### src/rtl/trap_seq_pkg.sv
package trap_seq_pkg;
  localparam int TT_W     = 9;
  localparam int PS_W     = 12;
  localparam int TSTATE_W = 40;

  // processor-state bit positions
  localparam int PS_AG   = 0;
  localparam int PS_PRIV = 2;
  localparam int PS_PEF  = 4;
  localparam int PS_RED  = 5;
  localparam int PS_MG   = 10;
  localparam int PS_IG   = 11;
  localparam logic [PS_W-1:0] PS_SAVE_MASK = 12'hF3F;

  // trap type codes the sequencer decodes
  localparam logic [TT_W-1:0] TT_INT_VEC  = 9'h060;
  localparam logic [TT_W-1:0] TT_IFAULT   = 9'h008;
  localparam logic [TT_W-1:0] TT_DAFAULT  = 9'h030;
  localparam logic [TT_W-1:0] TT_IMISS    = 9'h064;
  localparam logic [TT_W-1:0] TT_DMISS4   = 9'h068;
  localparam logic [TT_W-1:0] TT_DPROT4   = 9'h06C;
  localparam logic [TT_W-1:0] TT_CLEANWIN = 9'h024;
  localparam logic [TT_W-1:0] WIN_GRP_MSK = 9'h1C0;
  localparam logic [TT_W-1:0] WIN_SPILL   = 9'h080;
  localparam logic [TT_W-1:0] WIN_FILL    = 9'h0C0;

  typedef enum logic [1:0] {GSEL_ALT, GSEL_MMU, GSEL_INT} gsel_e;
  typedef enum logic [1:0] {WADJ_NONE, WADJ_CLEAN, WADJ_SPILL, WADJ_FILL} wadj_e;

  function automatic gsel_e classify_globals(input logic [TT_W-1:0] tt);
    if (tt == TT_INT_VEC) return GSEL_INT;
    if (tt == TT_IFAULT || tt == TT_DAFAULT ||
        tt[TT_W-1:2] == TT_IMISS[TT_W-1:2] ||
        tt[TT_W-1:2] == TT_DMISS4[TT_W-1:2] ||
        tt[TT_W-1:2] == TT_DPROT4[TT_W-1:2]) return GSEL_MMU;
    return GSEL_ALT;
  endfunction

  function automatic wadj_e classify_window(input logic [TT_W-1:0] tt);
    if (tt == TT_CLEANWIN) return WADJ_CLEAN;
    if ((tt & WIN_GRP_MSK) == WIN_SPILL) return WADJ_SPILL;
    if ((tt & WIN_GRP_MSK) == WIN_FILL) return WADJ_FILL;
    return WADJ_NONE;
  endfunction

  function automatic logic [PS_W-1:0] entry_pstate(input gsel_e g, input logic red);
    logic [PS_W-1:0] p;
    p = '0;
    p[PS_PEF]  = 1'b1;
    p[PS_PRIV] = 1'b1;
    p[PS_RED]  = red;
    case (g)
      GSEL_INT: p[PS_IG] = 1'b1;
      GSEL_MMU: p[PS_MG] = 1'b1;
      default:  p[PS_AG] = 1'b1;
    endcase
    return p;
  endfunction

  function automatic logic [TSTATE_W-1:0] pack_tstate(input logic [7:0] ccr,
      input logic [7:0] asi, input logic [PS_W-1:0] ps, input logic [7:0] cwp8);
    return {ccr, asi, 4'b0000, ps & PS_SAVE_MASK, cwp8};
  endfunction
endpackage

### src/rtl/trap_window_adj.sv
module trap_window_adj
  import trap_seq_pkg::*;
#(
  parameter int NWIN = 8,
  localparam int CWPW = $clog2(NWIN)
) (
  input  logic [TT_W-1:0] tt,
  input  logic [CWPW-1:0] cwp,
  input  logic [CWPW-1:0] cansave,
  output logic [CWPW-1:0] cwp_new
);
  wadj_e kind;
  int    base;

  always_comb begin
    kind = classify_window(tt);
    base = int'(cwp);
    case (kind)
      WADJ_CLEAN: cwp_new = CWPW'((base + NWIN - 1) % NWIN);
      WADJ_SPILL: cwp_new = CWPW'((base + 2 * NWIN - int'(cansave) - 2) % NWIN);
      WADJ_FILL:  cwp_new = CWPW'((base + 1) % NWIN);
      default:    cwp_new = cwp;
    endcase
  end
endmodule

### src/rtl/trap_stack.sv
module trap_stack
  import trap_seq_pkg::*;
#(
  parameter int DEPTH  = 5,
  parameter int ADDR_W = 64,
  parameter int TLW    = 3
) (
  input  logic                clk,
  input  logic                rst_n,
  input  logic                wr_en,
  input  logic [TLW-1:0]      wr_level,
  input  logic [TSTATE_W-1:0] wr_state,
  input  logic [ADDR_W-1:0]   wr_pc,
  input  logic [ADDR_W-1:0]   wr_npc,
  input  logic [TT_W-1:0]     wr_tt,
  input  logic [TLW-1:0]      rd_level,
  output logic [TSTATE_W-1:0] rd_state,
  output logic [ADDR_W-1:0]   rd_pc,
  output logic [ADDR_W-1:0]   rd_npc,
  output logic [TT_W-1:0]     rd_tt
);
  logic [TSTATE_W-1:0] st_q  [DEPTH];
  logic [ADDR_W-1:0]   pc_q  [DEPTH];
  logic [ADDR_W-1:0]   npc_q [DEPTH];
  logic [TT_W-1:0]     tt_q  [DEPTH];

  for (genvar g = 0; g < DEPTH; g++) begin : g_entry
    always_ff @(posedge clk) begin
      if (!rst_n) begin
        st_q[g]  <= '0;
        pc_q[g]  <= '0;
        npc_q[g] <= '0;
        tt_q[g]  <= '0;
      end else if (wr_en && wr_level == TLW'(g + 1)) begin
        st_q[g]  <= wr_state;
        pc_q[g]  <= wr_pc;
        npc_q[g] <= wr_npc;
        tt_q[g]  <= wr_tt;
      end
    end
  end

  always_comb begin
    rd_state = '0;
    rd_pc    = '0;
    rd_npc   = '0;
    rd_tt    = '0;
    for (int i = 0; i < DEPTH; i++) begin
      if (rd_level == TLW'(i + 1)) begin
        rd_state = st_q[i];
        rd_pc    = pc_q[i];
        rd_npc   = npc_q[i];
        rd_tt    = tt_q[i];
      end
    end
  end

  // a write always targets a real level
  assert_wr_level_R4: assert property (@(posedge clk) disable iff (!rst_n)
    wr_en |-> (wr_level != '0 && int'(wr_level) <= DEPTH));
endmodule

### src/rtl/trap_entry_seq.sv
module trap_entry_seq
  import trap_seq_pkg::*;
#(
  parameter int NWIN   = 8,
  parameter int MAXTL  = 5,
  parameter int ADDR_W = 64,
  localparam int CWPW  = $clog2(NWIN),
  localparam int TLW   = $clog2(MAXTL + 1)
) (
  input  logic                clk,
  input  logic                rst_n,
  input  logic                trap_valid,
  input  logic [TT_W-1:0]     trap_type,
  input  logic [ADDR_W-1:0]   pc_in,
  input  logic [ADDR_W-1:0]   npc_in,
  input  logic [7:0]          ccr_in,
  input  logic [7:0]          asi_in,
  input  logic [PS_W-1:0]     pstate_in,
  input  logic [CWPW-1:0]     cwp_in,
  input  logic [CWPW-1:0]     cansave_in,
  input  logic [ADDR_W-1:0]   tba_in,
  input  logic [TLW-1:0]      rd_level,
  output logic [TSTATE_W-1:0] rd_state,
  output logic [ADDR_W-1:0]   rd_pc,
  output logic [ADDR_W-1:0]   rd_npc,
  output logic [TT_W-1:0]     rd_tt,
  output logic [TLW-1:0]      tl_out,
  output logic [ADDR_W-1:0]   pc_out,
  output logic [ADDR_W-1:0]   npc_out,
  output logic [PS_W-1:0]     pstate_out,
  output logic [CWPW-1:0]     cwp_out,
  output logic [ADDR_W-1:0]   tbr_out,
  output logic                update_done,
  output logic                error_state
);
  localparam logic [TLW-1:0] TL_MAX  = TLW'(MAXTL);
  localparam logic [TLW-1:0] TL_REDL = TLW'(MAXTL - 1);

  // named internal events
  logic                accept_w, err_hit_w, red_hit_w, nested_w;
  logic [TLW-1:0]      tl_next_w;
  logic [CWPW-1:0]     cwp_next_w;
  logic [PS_W-1:0]     ps_next_w;
  logic [ADDR_W-1:0]   vec_w;
  logic [TSTATE_W-1:0] tstate_w;

  logic [TLW-1:0]    tl_q;
  logic [ADDR_W-1:0] pc_q, npc_q, tbr_q;
  logic [PS_W-1:0]   ps_q;
  logic [CWPW-1:0]   cwp_q;
  logic              done_q, err_q;

  assign accept_w  = trap_valid && (tl_q < TL_MAX);
  assign err_hit_w = trap_valid && !(tl_q < TL_MAX);
  assign red_hit_w = tl_q >= TL_REDL;
  assign tl_next_w = tl_q + TLW'(1);
  assign nested_w  = tl_next_w > TLW'(1);
  assign ps_next_w = entry_pstate(classify_globals(trap_type), red_hit_w);
  assign vec_w     = {tba_in[ADDR_W-1:15], nested_w, trap_type, 5'b00000};
  assign tstate_w  = pack_tstate(ccr_in, asi_in, pstate_in, 8'(cwp_in));

  trap_window_adj #(.NWIN(NWIN)) u_wadj (
    .tt      (trap_type),
    .cwp     (cwp_in),
    .cansave (cansave_in),
    .cwp_new (cwp_next_w)
  );

  trap_stack #(.DEPTH(MAXTL), .ADDR_W(ADDR_W), .TLW(TLW)) u_stack (
    .clk      (clk),
    .rst_n    (rst_n),
    .wr_en    (accept_w),
    .wr_level (tl_next_w),
    .wr_state (tstate_w),
    .wr_pc    (pc_in),
    .wr_npc   (npc_in),
    .wr_tt    (trap_type),
    .rd_level (rd_level),
    .rd_state (rd_state),
    .rd_pc    (rd_pc),
    .rd_npc   (rd_npc),
    .rd_tt    (rd_tt)
  );

  always_ff @(posedge clk) begin
    if (!rst_n) begin
      tl_q   <= '0;
      pc_q   <= '0;
      npc_q  <= '0;
      tbr_q  <= '0;
      ps_q   <= '0;
      cwp_q  <= '0;
      done_q <= 1'b0;
      err_q  <= 1'b0;
    end else begin
      done_q <= accept_w;
      err_q  <= err_hit_w;
      if (accept_w) begin
        tl_q  <= tl_next_w;
        tbr_q <= vec_w;
        pc_q  <= vec_w;
        npc_q <= vec_w + ADDR_W'(4);
        ps_q  <= ps_next_w;
        cwp_q <= cwp_next_w;
      end
    end
  end

  assign tl_out      = tl_q;
  assign pc_out      = pc_q;
  assign npc_out     = npc_q;
  assign tbr_out     = tbr_q;
  assign pstate_out  = ps_q;
  assign cwp_out     = cwp_q;
  assign update_done = done_q;
  assign error_state = err_q;

  assert_level_step_R2: assert property (@(posedge clk) disable iff (!rst_n)
    update_done |-> tl_q == $past(tl_q) + TLW'(1));
  assert_level_bound_R2: assert property (@(posedge clk) disable iff (!rst_n)
    tl_q <= TL_MAX);
  assert_err_excl_R3: assert property (@(posedge clk) disable iff (!rst_n)
    error_state |-> (!update_done && tl_q == TL_MAX));
  assert_err_hold_R3: assert property (@(posedge clk) disable iff (!rst_n)
    error_state |-> ($stable(pc_q) && $stable(ps_q) && $stable(cwp_q)));
  assert_one_globals_R6: assert property (@(posedge clk) disable iff (!rst_n)
    update_done |-> ($countones({ps_q[PS_IG], ps_q[PS_MG], ps_q[PS_AG]}) == 1
                     && ps_q[PS_PEF] && ps_q[PS_PRIV]));
  assert_vector_tt_R8: assert property (@(posedge clk) disable iff (!rst_n)
    update_done |-> (pc_q[4:0] == 5'b0 && pc_q[13:5] == $past(trap_type)));
  assert_npc_step_R9: assert property (@(posedge clk) disable iff (!rst_n)
    update_done |-> npc_q == pc_q + ADDR_W'(4));
  assert_done_cause_R9: assert property (@(posedge clk) disable iff (!rst_n)
    update_done |-> $past(trap_valid));
endmodule

### config.mk
export PLATFORM = sky130hd
export DESIGN_NAME = trap_entry_seq
export DESIGN_NICKNAME = d
export VERILOG_FILES = /design/src/rtl/trap_seq_pkg.sv /design/src/rtl/trap_window_adj.sv /design/src/rtl/trap_stack.sv /design/src/rtl/trap_entry_seq.sv
export SDC_FILE = /design/constraint.sdc
export NUM_CORES = 1
export LEC_CHECK = 0
export BUFFER_PORTS_ARGS = -buffer_cell sky130_fd_sc_hd__clkbuf_2
export CAP_MARGIN = 5
export CORE_MARGIN = 2
export CORE_UTILIZATION = 37
export DETAILED_ROUTE_END_ITERATION = 12
export HOLD_SLACK_MARGIN = 0.05
export PLACE_DENSITY = 0.66
export SYNTH_ARGS = -nofsm -noshare
export SYNTH_HDL_FRONTEND = slang
export SYNTH_SLANG_ARGS = --single-unit
### constraint.sdc
create_clock -name clk -period 16.36 [get_ports clk]
set_clock_uncertainty 0.2 [all_clocks]
set_input_delay 1.636 -clock clk [delete_from_list [all_inputs] [get_ports clk]]
set_output_delay 1.636 -clock clk [all_outputs]
set_load 0.005 [all_outputs]
=== Word level (Yosys, flattened, before mapping) ===
Memories as Yosys holds them, arrays and structs flattened.
Index checks and enable logic that the tools add are counted.

* Bits of input ports: 241
* Word-level logic and storage cells: 158
* Memories kept: 4
* ROM bits: 0
* RAM bits: 830
* Bits in latches: 0
* Bits in registers: 137
* Output and inout port bits: 389

* Add/sub/neg operators: 8
* Mux-type cells: 79
* Divide/modulo/power cells: 0
* Order comparisons: 3
* Equal/unequal tests: 24
* Multiply operators: 0
* Shift-type cells: 0
* Reduce and logical (&&, ||, !) cells: 13
* Bitwise gates (word level): 20

{| class="wikitable"
|+ Memory list
! name !! depth !! width !! read ports !! clocked after Yosys merged registers in !! write ports !! line !! text
|-
| u_stack.npc_q || 5 || 64 || 5 || 0 || 5 || trap_stack.sv:24 || <nowiki>logic [ADDR_W-1:0] npc_q [DEPTH];</nowiki>
|-
| u_stack.pc_q || 5 || 64 || 5 || 0 || 5 || trap_stack.sv:23 || <nowiki>logic [ADDR_W-1:0] pc_q [DEPTH];</nowiki>
|-
| u_stack.st_q || 5 || 29 || 5 || 0 || 5 || trap_stack.sv:22 || <nowiki>logic [TSTATE_W-1:0] st_q [DEPTH];</nowiki>
|-
| u_stack.tt_q || 5 || 9 || 5 || 0 || 5 || trap_stack.sv:25 || <nowiki>logic [TT_W-1:0] tt_q [DEPTH];</nowiki>
|}

{| class="wikitable"
|+ Operator list
! cell !! number
|-
| $mux W64 || 20
|-
| $mux W40 || 5
|-
| $mux W29 || 5
|-
| $mux W9 || 10
|-
| $add A64 B3 Y64 const B || 1
|-
| $mux W1 || 28
|-
| $eq A7 B5 Y1 const B || 3
|-
| $mux W2 || 10
|-
| $or A1 B1 Y1 || 20
|-
| $eq A3 B2 Y1 const B || 6
|-
| $eq A9 B6 Y1 const B || 2
|-
| $add A3 B1 Y3 const B || 4
|-
| $eq A3 B3 Y1 const B || 4
|-
| $eq A9 B4 Y1 const B || 1
|-
| $eq A9 B7 Y1 const B || 1
|-
| $pmux W3 S3 || 1
|-
| $logic_and A1 B1 Y1 || 7
|-
| $eq A2 B2 Y1 const B || 3
|-
| $eq A3 B1 Y1 const B || 2
|-
| $eq A2 B1 Y1 const B || 2
|-
| $logic_or A1 B1 Y1 || 4
|-
| $ge A3 B3 Y1 const B || 1
|-
| $gt A3 B1 Y1 const B || 1
|-
| $lt A3 B3 Y1 const B || 1
|-
| 5 further kinds || 5
|}

=== Logic depth before layout (Yosys ltp) ===
* Depth after elaboration: 12
* Mapped depth: 8
* Mapped depth without buffers: 8

=== By module ===
Synthesis repeated with hierarchy kept, for this count alone.

* Cells, all modules: 3010
* Area, all modules: 42146.7 um^2

{| class="wikitable"
|+ Modules (own cells, without submodules)
! module !! times used !! area each (um^2) !! sequential area each (um^2) !! cells each
|-
| trap_stack || 1 || 38222.9 || 26575.5 || 2515
|-
| trap_entry_seq || 1 || 3687.3 || 1441.4 || 464
|-
| trap_window_adj || 1 || 236.5 || 0.0 || 31
|}

=== Least setup slack after synthesis ===
No wires, ideal clock.

* Path kind: input to register
* From: input port trap_valid
* To: memory u_stack.npc_q[4][0], enable pin
* Buffers on the path: 2
* Arrival time: 13.654 ns
* Cell stages on the path: 4
* Slack: 1.583 ns
* Library setup time: 0.922 ns
* Data required time: 15.238 ns
* Cell sequence: nand2_1 buf_2 buf_2 o21ai_0

{| class="wikitable"
|+ RTL lines
! what !! line !! text
|-
| from (decl) || trap_entry_seq.sv:12 || <nowiki>input logic trap_valid,</nowiki>
|-
| to (decl) || trap_stack.sv:24 ||
|}

=== Worst setup path after layout ===
* From: input port rd_level[2]
* To: output port rd_pc[24]

* Word-level cells in the longest chain between the ends: 6
* Elaborated cells on any way between the ends: 10
* Those cells by class: eq/ne: 5; mux: 5

{| class="wikitable"
|+ RTL lines
! what !! line !! text
|-
| from (decl) || trap_entry_seq.sv:22 || <nowiki>input logic [TLW-1:0] rd_level,</nowiki>
|-
| $eq A3 B1 Y1 || trap_stack.sv:49 || <nowiki>if (rd_level == TLW'(i + 1)) begin</nowiki>
|-
| $mux W64 (4 in series) || trap_stack.sv:49 ||
|-
| $mux W64 * || trap_stack.sv:49 ||
|-
| to (decl) || trap_entry_seq.sv:24 || <nowiki>output logic [ADDR_W-1:0] rd_pc,</nowiki>
|}

Every way passes the cells marked *; elsewhere a longest branch is shown, timed or not.

==> results.yml <==
status:
  outcome: "finished clean"
synthesis:
  ys_ff_latch: 902
  synth-simple-area-share_pct: 14.6
  synth_flop_cell: "edfxtp_1"
  syn_inst: 3049
  synth_cell_type_count: 51
  syn_area_per_cell_sq_um: 13.5
  yosysWarnings: 0
  synth_mux_area_share_pct: 8.68
  synth_edf_count: 830
  synth_compound_area_share_pct: 6.81
  synth_top_family_by_area: "simple AND/OR/NAND/NOR gates"
  async_flop_share_pct: 0
  synthXorXnorAreaFrac_pct: 0.0549
  yosys.area.top_type: "edfxtp_1"
  synth_area_leaders: "edfxtp_1, and2_1, mux2_2"
  syn-cell-area_sq_um: 41000
  synthAdderAreaFrac_pct: 0.305
  seq_area_frac_synth_pct: 64.2
  synth_top_area_share_pct: 60.7
pwr:
  power.internal_w: 0.00411
  netSwitchingPower_w: 0.00128
  clkPwrFrac_pct: 40.3
  ir_worst_vdd_uv: 72.9
  fin_total_pwr_w: 0.00540
  power_density_nw_per_um2: 114
  p_seq_share_pct: 50.4
  swShare_pct: 23.8
  p_comb_share_pct: 9.3
  leakage_nw: 19.0
sta:
  finalHoldViolations: 0
  rsz0062_at_grt: "false"
  relSlewSlack_pct: 33.0
  period_minus_slack_ps: 6430
  tns_ps: 0
  post-route-period-util_pct: 39.3
  worst_slew_pin_slew_ps: 1000
  fmax_mhz: 155
  finalMaxSlewViolations: 0
  setup_viol: 0
placement:
  dp_cells: 4817
  gp_congestion: 0.982
  hpwl_um: 70400
  numPortBuffers: 581
clocking:
  holdBufCountCts: 0
  cts_setup_buffers: 0
  h-tree-depth: 3
  clk_path_buf_depth: 3
  cts_inserted_buffers: 98
  clk_latency_ps: 680
  cts_tree: "done"
  ctsRootBufferMaster: "clkbuf_16"
  cts.sinks: 902
  cts_resized: 0
  path_clk_slew_ps: 60
global_routing:
  grt_antenna_before_repair: 18
  met3_usage_pct: 4.02
  grt_most_used_layer: "met2"
  grt_max_degree: 79
  met2_usage_pct: 34.5
  grt_pass1_wl_um: 170000
  grt_pass1_vias: 24800
  grtUsageMet1_pct: 25.2
  grt.overflow.total: 0
  grt.total_usage_pct: 20.3
worst_setup_path:
  path_cells: "buf_6 > nand2b_4 > buf_4 > o22ai_1 > clkbuf_2"
  cpLargestDelayFamily: "buffers and inverters"
  cp-end-kind: "output port"
  crit_type: "input pin to output port"
  cp_max_fo: 72
  worstPathRequired_ps: 14520
  crit_buf_inv: 3
  rrSetupSlack_ps: 12150
  cp-start-kind: "input pin"
  worst_path_largest_cell_delay_ps: 830
  arrival_ps: 4600
  slowest_stage: "o22ai_1"
routing:
  firstDrtPassIters: 5
  drt_first_iter_violations: 1680
  via_per_inst: 5.06
  avgRoutedWirePerCell_um: 23.7
  drt_wl_total_um: 119000
  drcViolationCount: 0
  vias: 25300
  final_antenna_net_count: 0
finish:
  final_cells: 5005
  drive_gt1_share_pct: 27.0
  final_util_pct: 42.9
  syn_to_final_growth_pct: 15.4
  final_nets: 3680
floorplan:
  boundaryPins: 630
  fp.dieW_um: 337
  die_h_um: 337
  fp.dieArea_sq_um: 114000
  core-area_sq_um: 110000
  initial_utilization_pct: 37.2
  rows: 122
run:
  maxCapViolCount: 0
worst_hold_path:
  min_path_type: "register to register"
## per-layer routing
layer	part of all wire, %	vias up	wire, um
met2	49	848	58800
li1	-	11700	-
met1	40	12600	48000
met4	3.6	20	4250
met5	0.11	-	132
met3	6.5	177	7690
## cells in the final DEF (no fill, tap or decap), drive strengths merged, types with 2 or more instances in the layout
cell type,netlist,layout
and2,821,821
nand4,3,3
o21ai,7,7
clkinv,1,36
o22ai,167,167
nor3b,3,3
dfxtp,72,72
nand2,132,132
a21oi,63,63
o211ai,2,2
edfxtp,830,830
ha,10,10
mux2,167,167
inv,9,15
o211a,3,3
bufinv,0,8
nor2,10,10
nor4b,2,2
conb,1,31
a22oi,166,166
nor3,14,14
mux2i,168,168
nand4b,2,2
nor2b,2,2
nand2b,3,3
diode,0,6
clkbuf,136,711
buf,240,47
## synthesized netlist by cell type (6+ instances only)
master	number
ha_1	10
mux2i_1	168
buf_1	9
o22ai_1	167
edfxtp_1	830
dfxtp_1	72
mux2_2	167
a21oi_1	63
a22oi_1	166
o21ai_0	6
and2_1	820
nand2_1	131
inv_1	9
nor3_1	14
nor2_1	6
clkbuf_2	25
clkbuf_1	111
buf_4	163
buf_2	64
## flip-flops by register name (all words and copies together), names as in the netlist
register / flops
pstate_out: 5
npc_out: 1
update_done: 1
pc_out: 58
u_stack.npc_q: 320
u_stack.pc_q: 320
u_stack.st_q: 145
error_state: 1
cwp_out: 3
tl_out: 3
u_stack.tt_q: 45
## worst paths after layout
path,start,to,depth (start not counted)
hold / removal,pstate_out[10],pstate_out[10],2
hold reg to reg,pstate_out[10],pstate_out[10],2
setup / recovery,rd_level[2],rd_pc[24],5
setup reg to reg,tl_out[0],u_stack.pc_q[1][28],6
## worst min-delay path: cells and delay by family (launching register included)
| family | cells | cell delay (ps) |
|---|---|---|
| AO/OA/AOI/OAI | 1 | 50 |
| AND/OR/NAND/NOR | 1 | 50 |
| flip-flops | 1 | 310 |
## area by class of cell
class,count,area [sq um]
Fill cell,10100,63000
Clock buffer,132,2640
Inverter,10,37.5
Antenna cell,6,15.0
Sequential cell,902,26400
Clock inverter,50,494
Multi-Input combinational cell,1791,12700
Timing Repair Buffer,626,3270
Tap cell,1488,1860
## power groups by stage
stage / registers, W / logic, W / clock network, W
2_1_floorplan: 0.00281 / 0.000301 / 0
3_3_place_gp: 0.00276 / 0.000501 / 0
3_5_place_dp: 0.00277 / 0.000506 / 0
4_1_cts: 0.00272 / 0.000508 / 0.00222
5_1_grt: 0.00273 / 0.000543 / 0.00231
6_report: 0.00272 / 0.000500 / 0.00217
## kinds of logic (layout without fill, tap and decap cells)
logic type               after synthesis  after routing
buffers and inverters                386            818
AO/OA/AOI/OAI                        418            418
other                                  1             37
XOR/XNOR                               1              1
adder cells (fa/ha/maj)               10             10
flip-flops                           902            902
AND/OR/NAND/NOR                      996            996
multiplexers                         335            335
## stage by stage
| step | cell area [sq um] | hold WS (ps) | setup slack (ps) |
|---|---|---|---|
| after floorplan | 41200 | 253 | 1580 |
| after global placement | 44200 | 247 | 9740 |
| after detailed placement | 44200 | 256 | 9790 |
| after CTS | 47300 | 266 | 9780 |
| after global routing | 47300 | 291 | 9730 |
| final | 47400 | 263 | 9930 |
Power figures use the tool's default switching activity.
